File: config.mk
export PLATFORM = sky130hd
export DESIGN_NAME = tx_transport_framer
export DESIGN_NICKNAME = d
export VERILOG_FILES = /design/src/rtl/txf_pkg.sv /design/src/rtl/txf_rst_sync.sv /design/src/rtl/txf_octet_map.sv /design/src/rtl/txf_flow.sv /design/src/rtl/txf_beat_reg.sv /design/src/rtl/tx_transport_framer.sv
export SDC_FILE = /design/constraint.sdc
export NUM_CORES = 1
export LEC_CHECK = 0
export ABC_AREA = 1
export CORE_ASPECT_RATIO = 0.7
export CORE_MARGIN = 8
export CORE_UTILIZATION = 41
export CTS_BUF_LIST = sky130_fd_sc_hd__clkbuf_16
export DETAILED_ROUTE_END_ITERATION = 10
export PLACE_DENSITY = 0.8
export SLEW_MARGIN = 40
export SYNTH_ARGS = -nofsm -noshare
export SYNTH_HDL_FRONTEND = slang
export SYNTH_SLANG_ARGS = --single-unit
File: constraint.sdc
create_clock -name clk -period 5.1 [get_ports clk]
set_input_delay 0.51 -clock clk [delete_from_list [all_inputs] [get_ports clk]]
set_output_delay 0.51 -clock clk [all_outputs]
set_load 0.01 [all_outputs]
File: src/rtl/txf_pkg.sv
package txf_pkg;

  typedef logic [7:0] octet_t;

  localparam int LANE_BITS = 32;
  localparam int LANE_OCTETS = LANE_BITS / 8;

  function automatic bit cfg_ok(input int l, input int m, input int f,
                                input int s, input int np);
    bit ok;
    ok = (f == 1 || f == 2 || f == 4) && (np == 8 || np == 16);
    ok = ok && (l > 0) && (m > 0) && (s > 0);
    ok = ok && (m * s * np == l * f * 8);
    ok = ok && (((l * LANE_BITS) % (m * np)) == 0);
    return ok;
  endfunction

  function automatic int samples_per_beat(input int l, input int m, input int np);
    return (l * LANE_BITS) / (m * np);
  endfunction

endpackage

File: src/rtl/txf_rst_sync.sv
module txf_rst_sync (
  input  logic clk,
  input  logic rst_n,
  output logic rst_sync_n
);
  logic [1:0] stage_q;
  logic [1:0] stage_d;

  always_comb begin
    stage_d = {stage_q[0], 1'b1};
  end

  always_ff @(posedge clk or negedge rst_n) begin
    if (!rst_n) stage_q <= 2'b00;
    else        stage_q <= stage_d;
  end

  assign rst_sync_n = stage_q[1];
endmodule

File: src/rtl/txf_octet_map.sv
module txf_octet_map #(
  parameter int L  = 4,
  parameter int M  = 4,
  parameter int F  = 2,
  parameter int S  = 1,
  parameter int NP = 16,
  localparam int DPW   = txf_pkg::samples_per_beat(L, M, NP),
  localparam int IN_W  = M * DPW * NP,
  localparam int OUT_W = L * txf_pkg::LANE_BITS
) (
  input  logic [IN_W-1:0]  smp,
  output logic [OUT_W-1:0] lanes
);
  // Pure wiring: each output byte is one octet of one input sample.
  for (genvar ln = 0; ln < L; ln++) begin : g_lane
    for (genvar by = 0; by < txf_pkg::LANE_OCTETS; by++) begin : g_byte
      localparam int FRM   = by / F;
      localparam int POS   = by % F;
      localparam int SEQ   = POS * L + ln;
      localparam int SIDX  = (SEQ * 8) / NP;
      localparam int HI    = ((SEQ * 8) % NP) / 8;
      localparam int CONV  = SIDX / S;
      localparam int SUB   = SIDX % S;
      localparam int BASE  = CONV * DPW * NP + (FRM * S + SUB) * NP;
      localparam int LO    = BASE + NP - 8 - HI * 8;
      assign lanes[ln*txf_pkg::LANE_BITS + by*8 +: 8] = smp[LO +: 8];
    end
  end
endmodule

File: src/rtl/txf_flow.sv
module txf_flow (
  input  logic clk,
  input  logic rst_n,
  input  logic s_valid,
  input  logic link_ready,
  output logic s_ready,
  output logic load,
  output logic out_valid
);
  logic vld_q;
  logic vld_d;

  always_comb begin
    s_ready = rst_n && (!vld_q || link_ready);
    load    = s_valid && s_ready;
    vld_d   = vld_q;
    if (load)            vld_d = 1'b1;
    else if (link_ready) vld_d = 1'b0;
  end

  always_ff @(posedge clk or negedge rst_n) begin
    if (!rst_n) vld_q <= 1'b0;
    else        vld_q <= vld_d;
  end

  assign out_valid = vld_q;
endmodule

File: src/rtl/txf_beat_reg.sv
module txf_beat_reg #(
  parameter int W = 128
) (
  input  logic         clk,
  input  logic         rst_n,
  input  logic         en,
  input  logic [W-1:0] d,
  output logic [W-1:0] q
);
  logic [W-1:0] q_r;
  logic [W-1:0] q_n;

  always_comb begin
    q_n = q_r;
    if (en) q_n = d;
  end

  always_ff @(posedge clk or negedge rst_n) begin
    if (!rst_n) q_r <= '0;
    else        q_r <= q_n;
  end

  assign q = q_r;
endmodule

File: src/rtl/tx_transport_framer.sv
module tx_transport_framer #(
  parameter int L  = 4,
  parameter int M  = 4,
  parameter int F  = 2,
  parameter int S  = 1,
  parameter int NP = 16,
  localparam int DPW   = txf_pkg::samples_per_beat(L, M, NP),
  localparam int IN_W  = M * DPW * NP,
  localparam int OUT_W = L * txf_pkg::LANE_BITS
) (
  input  logic             clk,
  input  logic             rst_n,
  input  logic             s_valid,
  output logic             s_ready,
  input  logic [IN_W-1:0]  s_data,
  input  logic             link_ready,
  output logic             lane_valid,
  output logic [OUT_W-1:0] lane_data
);
  logic             rst_sync_n;
  logic             load;
  logic [OUT_W-1:0] mapped;

  if (!txf_pkg::cfg_ok(L, M, F, S, NP)) begin : g_bad_cfg
    $error("tx_transport_framer: inconsistent L/M/F/S/NP configuration");
  end

  txf_rst_sync u_rst (
    .clk        (clk),
    .rst_n      (rst_n),
    .rst_sync_n (rst_sync_n)
  );

  txf_octet_map #(.L(L), .M(M), .F(F), .S(S), .NP(NP)) u_map (
    .smp   (s_data),
    .lanes (mapped)
  );

  txf_flow u_flow (
    .clk        (clk),
    .rst_n      (rst_sync_n),
    .s_valid    (s_valid),
    .link_ready (link_ready),
    .s_ready    (s_ready),
    .load       (load),
    .out_valid  (lane_valid)
  );

  txf_beat_reg #(.W(OUT_W)) u_beat (
    .clk   (clk),
    .rst_n (rst_sync_n),
    .en    (load),
    .d     (mapped),
    .q     (lane_data)
  );
endmodule

==> flow_summary.html <==
<table>
<tr><th>Metric</th><th>Value</th></tr>
<tr><th colspan="2">Drt</th></tr>
<tr><td>Routed Wire Length</td><td>17400 um</td></tr>
<tr><td>Final routed wire length divided by cell count</td><td>17.7 um</td></tr>
<tr><td>Via count</td><td>5077</td></tr>
<tr><td>Antenna-violating nets left</td><td>0</td></tr>
<tr><td>Iter 0 DRT Violations</td><td>302</td></tr>
<tr><td>Via/cell ratio</td><td>5.15</td></tr>
<tr><td>Post-route DRC</td><td>0</td></tr>
<tr><td>TritonRoute pass-1 iters</td><td>5</td></tr>
<tr><th colspan="2">Placement</th></tr>
<tr><td>Post-detail-place hpwl</td><td>11900 um</td></tr>
<tr><td>Count of input and output buffers</td><td>261</td></tr>
<tr><td>Cells after DPL</td><td>952</td></tr>
<tr><td>Placer's final routability congestion estimate</td><td>0.802</td></tr>
<tr><td>Pre-CTS setup slack</td><td>2.22 ns</td></tr>
<tr><td>Total cell area at the placement stage</td><td>7950 um2</td></tr>
<tr><th colspan="2">Critical path</th></tr>
<tr><td>Worst EP arrival</td><td>2.15 ns</td></tr>
<tr><td>Data required time at the worst endpoint</td><td>4.59 ns</td></tr>
<tr><td>Startpoint Class</td><td>register</td></tr>
<tr><td>Type of destination of the critical path</td><td>output port</td></tr>
<tr><td>Maximum fanout along the worst path</td><td>47</td></tr>
<tr><td>Worst Path Class, Setup</td><td>reg2out</td></tr>
<tr><th colspan="2">STA</th></tr>
<tr><td>Count of endpoints failing setup in the final report</td><td>0</td></tr>
<tr><td>Total Neg Setup Slack</td><td>0 ns</td></tr>
<tr><td>Crit path time final</td><td>2.66 ns</td></tr>
<tr><td>Worst setup skew after layout</td><td>0.0122 ns</td></tr>
<tr><td>Min setup slack post-route</td><td>2.44 ns</td></tr>
<tr><td>Pins Over Slew Limit</td><td>0</td></tr>
<tr><td>Headroom to the max-slew limit</td><td>41.8%</td></tr>
<tr><td>Setup repair after global routing missed its margin</td><td>false</td></tr>
<tr><td>Upper clock frequency limit</td><td>0.377 GHz</td></tr>
<tr><td>Final Cycle Share</td><td>52.1%</td></tr>
<tr><td>Tightest Pin Transition</td><td>0.874 ns</td></tr>
<tr><td>Final hold violations</td><td>0</td></tr>
<tr><th colspan="2">Clock network</th></tr>
<tr><td>Clock slew seen by the registers of the worst setup and hold paths</td><td>0.05 ns</td></tr>
<tr><td>Sink Count</td><td>131</td></tr>
<tr><td>Number of buffers on the longest clock path</td><td>2</td></tr>
<tr><td>Hold buffer count at cts</td><td>0</td></tr>
<tr><td>Post-cts sizing count</td><td>0</td></tr>
<tr><td>Clock root buffer</td><td>clkbuf_16</td></tr>
<tr><td>Maximum level of the CTS H-tree</td><td>4</td></tr>
<tr><td>TritonCTS clock tree</td><td>built</td></tr>
<tr><td>Post-CTS Setup Repair Bufs</td><td>0</td></tr>
<tr><td>Clock network latency to the later pin of the worst-skew pair</td><td>0.40 ns</td></tr>
<tr><td>CTS buffer count</td><td>17</td></tr>
<tr><th colspan="2">Power and ir drop</th></tr>
<tr><td>Maximum vdd drop</td><td>0.207 mV</td></tr>
<tr><td>Power per Cell Area</td><td>385 nW/um2</td></tr>
<tr><td>Standby leakage power</td><td>4.06 nW</td></tr>
<tr><th colspan="2">Global route</th></tr>
<tr><td>Global router's overall resource usage</td><td>19.9%</td></tr>
<tr><td>Wire length of the first global-routing pass</td><td>27600 um</td></tr>
<tr><td>Number of global-route vias before repair</td><td>5089</td></tr>
<tr><td>Sum of overflow across all layers after global routing</td><td>0</td></tr>
<tr><td>Initial antenna violation count</td><td>0</td></tr>
<tr><td>Pin count of the biggest net entering global routing</td><td>130</td></tr>
<tr><th colspan="2">Finish</th></tr>
<tr><td>Final cell count without fillers</td><td>985</td></tr>
<tr><td>Net count, final</td><td>939</td></tr>
<tr><td>Sequential cell area</td><td>3280 um2</td></tr>
<tr><td>Total area of multi-input combinational cells</td><td>1810 um2</td></tr>
<tr><td>Fraction of final layout cells sized beyond drive strength 1</td><td>4.88%</td></tr>
<tr><td>Filler cell count</td><td>992</td></tr>
<tr><td>Antenna Cells</td><td>0</td></tr>
<tr><td>Final instance area</td><td>8600 um2</td></tr>
<tr><td>Area growth syn-to-layout</td><td>60.7%</td></tr>
<tr><th colspan="2">Yosys</th></tr>
<tr><td>Number of warning messages in the yosys log</td><td>0</td></tr>
<tr><td>Cell count after synthesis</td><td>577</td></tr>
<tr><td>Proportion of synthesized chip area in sequential cells</td><td>61.3%</td></tr>
<tr><td>Synth Area per Inst</td><td>9.27 um2</td></tr>
<tr><td>Cell area after synthesis</td><td>5350 um2</td></tr>
<tr><td>Post-synthesis cell type count</td><td>11</td></tr>
<tr><td>Number of nets produced by synthesis</td><td>709</td></tr>
<tr><td>Flip-flop and latch count after synthesis</td><td>131</td></tr>
<tr><th colspan="2">Die</th></tr>
<tr><td>Initial core utilization</td><td>41.3%</td></tr>
<tr><td>Full die area</td><td>17000 um2</td></tr>
<tr><td>Number of top-level pins</td><td>262</td></tr>
<tr><td>Core area</td><td>13000 um2</td></tr>
<tr><td>Std-Cell Rows</td><td>35</td></tr>
<tr><td>Overall die width</td><td>153 um</td></tr>
<tr><td>Die Height</td><td>112 um</td></tr>
<tr><th colspan="2">Worst hold path</th></tr>
<tr><td>Type of the tightest min-delay check</td><td>reg2async</td></tr>
<tr><th colspan="2">Run</th></tr>
<tr><td>Total of max-cap violations</td><td>0</td></tr>
<tr><th colspan="2">Run status</th></tr>
<tr><td>Status</td><td>finished, final reports clean</td></tr>
</table>
## kinds of logic (layout without fill, tap and decap cells)
logic type	after synthesis	count (layout)	synth area share [%]
compound gates	1	1	0.140
buf+inv	57	299	5.33
flops	131	131	61.3
other cells	1	1	0.0701
simple gates	387	387	33.2
## per-layer routing
layer	share of wire [%]	track usage, %	vias to the layer above	wire, um
met3	10	8.86	8	1790
met4	0.70	4.53	0	122
met2	46	30.3	245	7930
met1	43	25.6	2400	7560
li1	-	-	2424	-
met5	0	0	-	0
## layout make-up
cell class | count | area share, %
flip-flops and latches | 131 | 38.2
repair buffers | 267 | 31.5
multi-input cells | 389 | 21.0
clock buffers | 17 | 4.95
well taps | 166 | 2.42
clock inverters | 14 | 1.92
inverters | 1 | 0.0437
## metrics by stage
step | hold WS (ns) | power (W) | util (%)
after floorplan | 0.214 | 0.00160 | -
after CTS | 0.258 | 0.00334 | 65.9
after detailed placement | 0.338 | 0.00211 | 61.3
after global routing | 0.255 | 0.00347 | 66.3
after global placement | 0.335 | 0.00209 | 61.2
final | 0.254 | 0.00331 | 66.3
## cells in the mapped netlist, drive strengths merged
library cell	count	area share, %
nand2	258	18
a21boi	1	0.14
nand3	1	0.093
conb	1	0.070
dfrtp	131	61
inv	1	0.070
clkbuf	3	0.21
nand4	128	15
buf	53	5.1
## registers in the layout (all words and copies together) (netlist names)
name and cells:
u_beat.q 128, u_flow.out_valid 1, u_rst.stage_q 2
## cell usage in the layout (no fill, tap or decap), drive strengths merged
master,n
bufinv,3
clkbuf,19
clkdlybuf4s50,260
clkinvlp,3
conb,1
a21boi,1
clkinv,6
buf,5
dfrtp,131
nand4,128
nand3,1
inv,3
nand2,258
## worst max-delay path, cell delays in order (launching register included)
cell and delay, ns:
dfrtp_4 0.67, buf_12 0.28, a21boi_0 0.22, clkdlybuf4s50_1 0.57
## power by group
group	switching (W)	internal (W)	leakage (nW)
sequential	0.000103	0.00120	1.62
combinational	0.000353	0.000437	2.15
clock	0.000449	0.000764	0.284
## worst paths after layout
check	start	endpoint	slack, ns	cells after the start
min in group clk	u_rst.stage_q[0]$_DFF_PN0_	u_rst.stage_q[1]$_DFF_PN0_	0.36	0
max in group asynchronous	u_rst.stage_q[1]$_DFF_PN0_	u_beat.q[65]$_DFFE_PN0P_	3.62	3
setup reg to reg	u_rst.stage_q[1]$_DFF_PN0_	u_beat.q[127]$_DFFE_PN0P_	2.84	4
hold / removal	u_rst.stage_q[1]$_DFF_PN0_	u_beat.q[105]$_DFFE_PN0P_	0.25	0
hold reg to reg	u_rst.stage_q[1]$_DFF_PN0_	u_beat.q[105]$_DFFE_PN0P_	0.25	0
setup / recovery	u_rst.stage_q[1]$_DFF_PN0_	s_ready	2.44	3
No activity file was read; power rests on OpenSTA's default activity.
